## config.mk

```make
export PLATFORM = sky130hd
export DESIGN_NAME = cust_alu_ext
export DESIGN_NICKNAME = d
export VERILOG_FILES = /design/src/rtl/cax_pkg.sv /design/src/rtl/cax_decode.sv /design/src/rtl/cax_bitops.sv /design/src/rtl/cax_mul.sv /design/src/rtl/cust_alu_ext.sv
export SDC_FILE = /design/constraint.sdc
export NUM_CORES = 2
export LEC_CHECK = 0
export ABC_CLOCK_PERIOD_IN_PS = 39600
export BUFFER_PORTS_ARGS = -buffer_cell sky130_fd_sc_hd__buf_2
export CAP_MARGIN = 20
export CORE_MARGIN = 2
export CORE_UTILIZATION = 55
export CTS_CLUSTER_DIAMETER = 200
export DETAILED_ROUTE_END_ITERATION = 10
export PLACE_DENSITY = 0.71
export SYNTH_ARGS = -nofsm -noshare
export SYNTH_HDL_FRONTEND = slang
export SYNTH_SLANG_ARGS = --single-unit
export TNS_END_PERCENT = 30
```

## constraint.sdc

```tcl
create_clock -name clk -period 39.6 [get_ports clk]
set_clock_uncertainty 0.1 [all_clocks]
set_input_delay 3.96 -clock clk [delete_from_list [all_inputs] [get_ports clk]]
set_output_delay 3.96 -clock clk [all_outputs]
set_load 0.03 [all_outputs]
```

## src/rtl/cax_pkg.sv

```systemverilog
package cax_pkg;

   localparam int CAX_FUNC_W = 6;

   localparam logic [CAX_FUNC_W-1:0] FC_MULLO = 6'h10;
   localparam logic [CAX_FUNC_W-1:0] FC_MULHS = 6'h11;
   localparam logic [CAX_FUNC_W-1:0] FC_MULHU = 6'h12;
   localparam logic [CAX_FUNC_W-1:0] FC_MAC   = 6'h13;
   localparam logic [CAX_FUNC_W-1:0] FC_ACCLO = 6'h14;
   localparam logic [CAX_FUNC_W-1:0] FC_ACCHI = 6'h15;
   localparam logic [CAX_FUNC_W-1:0] FC_CLZ   = 6'h20;
   localparam logic [CAX_FUNC_W-1:0] FC_BREV  = 6'h21;
   localparam logic [CAX_FUNC_W-1:0] FC_POPC  = 6'h22;

   typedef enum logic [3:0] {
      K_NONE,
      K_MULLO,
      K_MULHS,
      K_MULHU,
      K_MAC,
      K_ACCLO,
      K_ACCHI,
      K_CLZ,
      K_BREV,
      K_POPC
   } cax_kind_e;

   typedef struct packed {
      cax_kind_e kind;
      logic      multi;
      logic      illegal;
      logic      sgn;
   } cax_dec_t;

endpackage

```

## src/rtl/cax_decode.sv

```systemverilog
module cax_decode
   import cax_pkg::*;
#(
   parameter int AUX_W = 5
) (
   input  logic [CAX_FUNC_W-1:0] func,
   input  logic [AUX_W-1:0]      aux,
   output cax_dec_t              dec
);

   if (AUX_W < 1) begin : g_bad_aux
      $error("cax_decode: AUX_W must be at least 1");
   end

   always_comb begin
      dec = '{kind: K_NONE, multi: 1'b0, illegal: 1'b0, sgn: 1'b1};
      unique case (func)
         FC_MULLO: begin dec.kind = K_MULLO; dec.multi = 1'b1; end
         FC_MULHS: begin dec.kind = K_MULHS; dec.multi = 1'b1; end
         FC_MULHU: begin dec.kind = K_MULHU; dec.multi = 1'b1; dec.sgn = 1'b0; end
         FC_MAC: begin
            dec.kind  = K_MAC;
            dec.multi = 1'b1;
            dec.sgn   = ~aux[0];
         end
         FC_ACCLO: dec.kind = K_ACCLO;
         FC_ACCHI: dec.kind = K_ACCHI;
         FC_CLZ:   dec.kind = K_CLZ;
         FC_BREV:  dec.kind = K_BREV;
         FC_POPC:  dec.kind = K_POPC;
         default:  dec.illegal = 1'b1;
      endcase
   end

endmodule

```

## src/rtl/cax_bitops.sv

```systemverilog
module cax_bitops #(
   parameter int DATA_W = 32
) (
   input  logic [DATA_W-1:0] opnd,
   output logic [DATA_W-1:0] clz_res,
   output logic [DATA_W-1:0] brev_res,
   output logic [DATA_W-1:0] popc_res
);

   localparam int CNT_W = $clog2(DATA_W + 1);

   logic [CNT_W-1:0] lead_cnt;
   logic [CNT_W-1:0] ones_cnt;

   // mirror image of the operand, one wire per bit
   for (genvar gi = 0; gi < DATA_W; gi++) begin : g_rev
      assign brev_res[gi] = opnd[DATA_W-1-gi];
   end

   // leading zeros: count from the top until the first set bit
   always_comb begin
      logic seen;
      seen     = 1'b0;
      lead_cnt = '0;
      for (int i = DATA_W - 1; i >= 0; i--) begin
         if (opnd[i]) begin
            seen = 1'b1;
         end else if (!seen) begin
            lead_cnt = lead_cnt + CNT_W'(1);
         end
      end
   end

   always_comb begin
      ones_cnt = '0;
      for (int i = 0; i < DATA_W; i++) begin
         ones_cnt = ones_cnt + CNT_W'(opnd[i]);
      end
   end

   assign clz_res  = DATA_W'(lead_cnt);
   assign popc_res = DATA_W'(ones_cnt);

endmodule

```

## src/rtl/cax_mul.sv

```systemverilog
module cax_mul #(
   parameter int DATA_W = 32,
   parameter int LAT    = 4
) (
   input  logic                  clk,
   input  logic                  rst,
   input  logic                  load,
   input  logic                  sgn,
   input  logic [DATA_W-1:0]     a,
   input  logic [DATA_W-1:0]     b,
   output logic [2*DATA_W-1:0]   prod
);

   localparam int PROD_W = 2 * DATA_W;
   localparam int FULL_W = 2 * DATA_W + 2;

   logic signed [DATA_W:0]   a_q;
   logic signed [DATA_W:0]   b_q;
   logic signed [FULL_W-1:0] full;
   logic [PROD_W-1:0]        p0;

   // operand capture: one extra bit carries the sign or a zero
   always_ff @(posedge clk) begin
      if (rst) begin
         a_q <= '0;
         b_q <= '0;
      end else if (load) begin
         a_q <= {sgn & a[DATA_W-1], a};
         b_q <= {sgn & b[DATA_W-1], b};
      end
   end

   assign full = a_q * b_q;
   assign p0   = full[PROD_W-1:0];

   if (LAT == 2) begin : g_direct
      assign prod = p0;
   end else begin : g_piped
      localparam int NSTG = LAT - 2;
      logic [PROD_W-1:0] stg [NSTG];

      always_ff @(posedge clk) begin
         if (rst) stg[0] <= '0;
         else     stg[0] <= p0;
      end

      for (genvar gs = 1; gs < NSTG; gs++) begin : g_stage
         always_ff @(posedge clk) begin
            if (rst) stg[gs] <= '0;
            else     stg[gs] <= stg[gs-1];
         end
      end

      assign prod = stg[NSTG-1];
   end

endmodule

```

## src/rtl/cust_alu_ext.sv

```systemverilog
module cust_alu_ext
   import cax_pkg::*;
#(
   parameter int DATA_W  = 32,
   parameter int AUX_W   = 5,
   parameter int MUL_LAT = 4
) (
   input  logic                  clk,
   input  logic                  rst,
   input  logic                  issue_vld,
   input  logic [CAX_FUNC_W-1:0] func_fld,
   input  logic [AUX_W-1:0]      aux_fld,
   input  logic [DATA_W-1:0]     src_a,
   input  logic [DATA_W-1:0]     src_b,
   output logic [DATA_W-1:0]     dst_res,
   output logic                  stall_req,
   output logic                  illegal_op
);

   localparam int ACC_W = 2 * DATA_W;
   localparam int CNT_W = $clog2(MUL_LAT);
   localparam logic [CNT_W-1:0] LAST_CNT = CNT_W'(MUL_LAT - 1);

   if (MUL_LAT < 2) begin : g_bad_lat
      $error("cust_alu_ext: MUL_LAT must be at least 2");
   end
   if (DATA_W < 2) begin : g_bad_w
      $error("cust_alu_ext: DATA_W must be at least 2");
   end

   cax_dec_t         dec;
   logic             busy_q;
   logic [CNT_W-1:0] cnt_q;
   cax_kind_e        kind_q;
   logic [ACC_W-1:0] acc_q;
   logic [ACC_W-1:0] prod;
   logic [ACC_W-1:0] acc_sum;
   logic [DATA_W-1:0] clz_res, brev_res, popc_res;
   logic             start;
   logic             last;
   logic             fresh;

   cax_decode #(.AUX_W(AUX_W)) i_dec (
      .func (func_fld),
      .aux  (aux_fld),
      .dec  (dec)
   );

   cax_bitops #(.DATA_W(DATA_W)) i_bits (
      .opnd     (src_a),
      .clz_res  (clz_res),
      .brev_res (brev_res),
      .popc_res (popc_res)
   );

   assign fresh = issue_vld & ~busy_q;
   assign start = fresh & dec.multi;
   assign last  = busy_q & (cnt_q == LAST_CNT);

   cax_mul #(.DATA_W(DATA_W), .LAT(MUL_LAT)) i_mul (
      .clk  (clk),
      .rst  (rst),
      .load (start),
      .sgn  (dec.sgn),
      .a    (src_a),
      .b    (src_b),
      .prod (prod)
   );

   // multicycle sequencing: counter runs 1 .. MUL_LAT-1 while busy
   always_ff @(posedge clk) begin
      if (rst) begin
         busy_q <= 1'b0;
         cnt_q  <= '0;
         kind_q <= K_NONE;
      end else if (start) begin
         busy_q <= 1'b1;
         cnt_q  <= CNT_W'(1);
         kind_q <= dec.kind;
      end else if (busy_q) begin
         if (last) begin
            busy_q <= 1'b0;
            cnt_q  <= '0;
         end else begin
            cnt_q <= cnt_q + CNT_W'(1);
         end
      end
   end

   assign acc_sum = acc_q + prod;

   always_ff @(posedge clk) begin
      if (rst)                        acc_q <= '0;
      else if (last && kind_q == K_MAC) acc_q <= acc_sum;
   end

   assign stall_req  = start | (busy_q & ~last);
   assign illegal_op = fresh & dec.illegal;

   always_comb begin
      dst_res = '0;
      if (last) begin
         unique case (kind_q)
            K_MULLO:         dst_res = prod[DATA_W-1:0];
            K_MULHS, K_MULHU: dst_res = prod[ACC_W-1:DATA_W];
            K_MAC:           dst_res = acc_sum[DATA_W-1:0];
            default:         dst_res = '0;
         endcase
      end else if (fresh && !dec.multi) begin
         unique case (dec.kind)
            K_ACCLO: dst_res = acc_q[DATA_W-1:0];
            K_ACCHI: dst_res = acc_q[ACC_W-1:DATA_W];
            K_CLZ:   dst_res = clz_res;
            K_BREV:  dst_res = brev_res;
            K_POPC:  dst_res = popc_res;
            default: dst_res = '0;
         endcase
      end
   end

endmodule

```

==> PnR_summary.wiki <==
{| class="wikitable"
! Metric !! Value
|-
| Clock tree from TritonCTS || yes
|-
| Die outline area || 102000 um2
|-
| Worst slew slack as a fraction of its limit || 24.4%
|-
| Clk root buf || sky130_fd_sc_hd__clkbuf_16
|-
| Number of vias in the routed layout || 42300
|-
| Crit path top cell by count || sky130_fd_sc_hd__ha_1
|-
| Clk pwr share || between 30% and 40%
|-
| DRC violation total after the first TritonRoute iteration || approximately 3900
|-
| Outcome || completed
|-
| Unique masters post-synth || 94
|-
| Endpoint of the lowest-slack register-to-register path || i_mul.g_piped.stg[0][59]
|-
| Crit path kind || in -> out
|-
| Power density of the placed cells || 13.0 nW/um2
|-
| Share of Yosys cell area claimed by the top area cell type || a little over two fifths
|-
| Setup-violating endpoint count in the final report || 0
|-
| Data required, critical path || approximately 36000 ps
|-
| Data arrival time of the critical path || 22450 ps
|-
| Clock transition at the registers of the reported paths || 60 ps
|-
| Reg-to-reg slack, setup || 28820 ps
|-
| Total CTS buffers || 30
|-
| Proportion of synthesized area in mux cells || 0.674%
|-
| Setup Buffers After CTS || 0
|-
| Fill cell count || 8731
|-
| Yosys reg bits || 265
|-
| Residual DRC || 0
|-
| XOR/XNOR share of the synthesized area || 4.89%
|-
| Post-detailed-placement half-perimeter wirelength || 121000 um
|-
| Hold-fix buffers at CTS || 0
|-
| Overall Global Routing Usage || approximately a third
|-
| Slowest-stage cell, CP || sky130_fd_sc_hd__nor4b_1
|-
| Hold path startpoint || i_mul.g_piped.stg[0][62]
|-
| DR WL/cell || 21.3 um
|-
| I/O Buffers || 107
|-
| Final worst-path setup slack || 13090 ps
|-
| Maximum net fanout on the critical path || 10
|-
| Insertion delay to the later sink of the worst-skew pair || approximately 630 ps
|-
| Final max-slew violation count || 0
|-
| Via count of the first global-routing pass || between 40000 and 50000
|-
| Routed WL || 157000 um
|-
| Placement Rows || 115
|-
| Post-synthesis instance area || 54600 um2
|-
| Share of the synthesized area in compound gates (AO/OA/AOI/OAI) || 8.57%
|-
| End of the critical path || dst_res[5]
|-
| Area used by multi-input combinational logic || 43900 um2
|-
| Maximum resistive drop on vdd || 40.6 uV
|-
| Share of power burned in registers || 36.3%
|-
| Ys async rst share || 0%
|-
| Number of standard cells in the final layout excluding fillers || 7372
|-
| Post-route standard cell area excluding fillers || 57200 um2
|-
| Combinational family with the most area after synthesis || adder cells
|-
| Crit path capture type || primary output
|-
| Cell area after placement || 56100 um2
|-
| Residual antenna-violating net count after detailed routing || 0
|-
| Total nets after synthesis || around 7700
|-
| Overall power consumption || 745 uW
|-
| MaxCap Viol Count || 0
|-
| Cell type with the highest aggregate area in the netlist || sky130_fd_sc_hd__fa_1
|-
| Number of iterations in the first detailed-routing pass || 9
|-
| Post-synthesis simple-gate area fraction || 16.7%
|-
| Type of origin of the critical path || input port
|-
| Placer's final routability congestion estimate || 0.966
|-
| Arithmetic-cell share of the synthesized area counting full adders, half adders and majority gates || 49.4%
|-
| Transition time at the pin with the least slew margin || between 1000 and 1500 ps
|-
| Final Hold Vio Count || 0
|-
| Antenna violations before repair || 8
|-
| Post-route fraction of the period consumed by the critical path || 66.9%
|-
| Number of top-level pins || ~110
|-
| Type of the most critical hold path || reg -> reg
|-
| Crit Reg-Reg Startpoint || i_mul.a_q[6]
|-
| Worst-case hold slack || 335 ps
|-
| Highest Clock Rate || roughly 38 MHz
|-
| Remaining global-route overflow || 0
|-
| Number of clock sinks || roughly 270
|-
| # placed instances || between 7000 and 8000
|-
| Crit path launch || src_a[30]
|-
| Post-synthesis cell count || 6174
|-
| Layout cell share with drive strength beyond 1 || 5.41%
|-
| Count of flip-flops with a built-in enable after synthesis || 0
|-
| CTS-repair resized insts || 0
|-
| Effective utilization at floorplan || a little under three fifths
|-
| Fin nets || 7601
|-
| Total area of sequential cells || 5310 um2
|-
| Share of the core filled with cells in the final layout || 58.1%
|-
| Setup_tns || 0 ps
|-
| Leakage Power || 25.0 nW
|-
| Final min period || 26510 ps
|-
| P&R area growth vs syn || 4.78%
|-
| Vias per std cell || roughly 5.7
|-
| Pre-CTS setup slack || 13350 ps
|-
| Wire length of the first global-routing pass || about 250000 um
|-
| Average instance area after synthesis || approximately 8.8 um2
|-
| Max H-tree Level || 1
|-
| Total of warnings raised by yosys || 0
|-
| Switching power || about 240 uW
|-
| Overall die height || 319 um
|-
| Maximum number of pins on one net before global-route repair || 135
|-
| Leading post-synthesis cells by cell area || sky130_fd_sc_hd__fa_1 42%, sky130_fd_sc_hd__dfxtp_1 9.7%, sky130_fd_sc_hd__nand2_1 7.7%, sky130_fd_sc_hd__inv_1 7.5%, sky130_fd_sc_hd__ha_1 7.2%
|-
| Most frequently used flop master after synthesis || sky130_fd_sc_hd__dfxtp_1
|-
| Sw Ratio || 31.8%
|-
| Slowest Stage Delay on Critical Path || 680 ps
|-
| Int Pwr || 508 uW
|-
| Sequential share of the synthesized area || 9.72%
|-
| Die width || 319 um
|-
| CORE AREA || 98400 um2
|-
| Logic depth of the worst register-to-register path || 33
|-
| CTS max path bufs || 3
|-
| Setup repair after global routing missed its margin || no
|-
| Combinational power share || 24.5%
|}
==> sequential cells by signal (all words and copies together) (netlist names) <==
register and cells:
acc_q 64, busy_q 1, cnt_q 2, i_mul.a_q 33, i_mul.b_q 33, i_mul.g_piped.stg 128
kind_q 4
==> power groups by stage <==
stage | registers, mW | logic [mW] | clock network (mW)
2_1_floorplan | 0.275 | 0.129 | 0
3_5_place_dp | 0.276 | 0.180 | 0
6_report | 0.270 | 0.183 | 0.292
3_3_place_gp | 0.276 | 0.174 | 0
4_1_cts | 0.270 | 0.181 | 0.295
5_1_grt | 0.270 | 0.203 | 0.304
==> placed cells by master (no fill, tap or decap), types with 13 or more instances in the layout <==
cell type,instances
sky130_fd_sc_hd__o21bai_1,31
sky130_fd_sc_hd__and3_1,19
sky130_fd_sc_hd__nor2_1,189
sky130_fd_sc_hd__o21a_1,17
sky130_fd_sc_hd__or3_1,17
sky130_fd_sc_hd__o22ai_1,42
sky130_fd_sc_hd__o21ai_0,95
sky130_fd_sc_hd__a222oi_1,59
sky130_fd_sc_hd__buf_4,87
sky130_fd_sc_hd__clkbuf_16,30
sky130_fd_sc_hd__buf_2,107
sky130_fd_sc_hd__nand2_1,1126
sky130_fd_sc_hd__ha_1,313
sky130_fd_sc_hd__nand4_1,24
sky130_fd_sc_hd__a21o_1,57
sky130_fd_sc_hd__xnor2_1,168
sky130_fd_sc_hd__nor2b_1,112
sky130_fd_sc_hd__a211oi_1,14
sky130_fd_sc_hd__nand2b_1,56
sky130_fd_sc_hd__nor4_1,13
sky130_fd_sc_hd__and2_1,304
sky130_fd_sc_hd__nand3_1,41
sky130_fd_sc_hd__fa_1,1150
sky130_fd_sc_hd__inv_1,1096
sky130_fd_sc_hd__mux2i_1,24
sky130_fd_sc_hd__xor2_1,79
sky130_fd_sc_hd__a21oi_1,283
sky130_fd_sc_hd__nor3_1,27
sky130_fd_sc_hd__dfxtp_1,259
==> synthesized netlist by cell type (all sizes together), types with 56 or more instances <==
| master | n |
|---|---|
| a222oi | 59 |
| inv | 1097 |
| ha | 313 |
| fa | 1150 |
| dfxtp | 265 |
| o21ai | 98 |
| xnor2 | 180 |
| nand2b | 56 |
| and2 | 304 |
| a21o | 57 |
| nand2 | 1126 |
| nor2b | 114 |
| xor2 | 83 |
| a21oi | 286 |
| nor2 | 191 |
| clkbuf | 326 |
==> worst min-delay path by stage <==
stage	end	slack [ps]	cells after the start
after floorplan	i_mul.g_piped.stg[1][0]	310	1
final	i_mul.g_piped.stg[1][62]	330	1
after detailed placement	i_mul.g_piped.stg[1][62]	320	1
after global placement	i_mul.g_piped.stg[1][61]	320	1
after global routing	i_mul.g_piped.stg[1][9]	340	1
after CTS	i_mul.g_piped.stg[1][62]	340	1
==> final cells by class <==
class,count,share of cell area (%)
Clock buffer,42,1.51
Timing Repair Buffer,196,2.15
Sequential cell,265,9.29
Clock inverter,13,0.278
Inverter,1097,7.20
Multi-Input combinational cell,4470,76.7
Tap cell,1287,2.82
Antenna cell,2,0.00876
==> layer usage <==
metal | vias to the layer above | track usage [%] | wire [um]
met4 | 4 | 12.9 | 7630
met1 | 21500 | 42.9 | 63100
met3 | 320 | 4.65 | 13400
li1 | 18700 | - | -
met2 | 1862 | 50.7 | 72600
met5 | - | 0 | 27
==> cell families (layout without fill, tap and decap cells) <==
| kind of cell | count (synthesis) | in the layout |
|---|---|---|
| other | 0 | 2 |
| flip-flops | 265 | 265 |
| AND/OR/NAND/NOR | 1981 | 1981 |
| adder cells (fa/ha/maj) | 1465 | 1465 |
| AO/OA/AOI/OAI | 719 | 719 |
| multiplexers | 35 | 35 |
| buffers and inverters | 1439 | 1348 |
| XOR/XNOR | 270 | 270 |
==> worst max-delay path: cells and delay by family <==
kind / cells / cell delay, ps
xor gates and xnor gates: 15 / 2430
buffers and inverters: 5 / 630
AOI/OAI and AO/OA: 29 / 5750
and+or+nand+nor: 14 / 2580
adders and majority gates: 16 / 4980
muxes: 13 / 2110
Power figures use the tool's default switching activity.
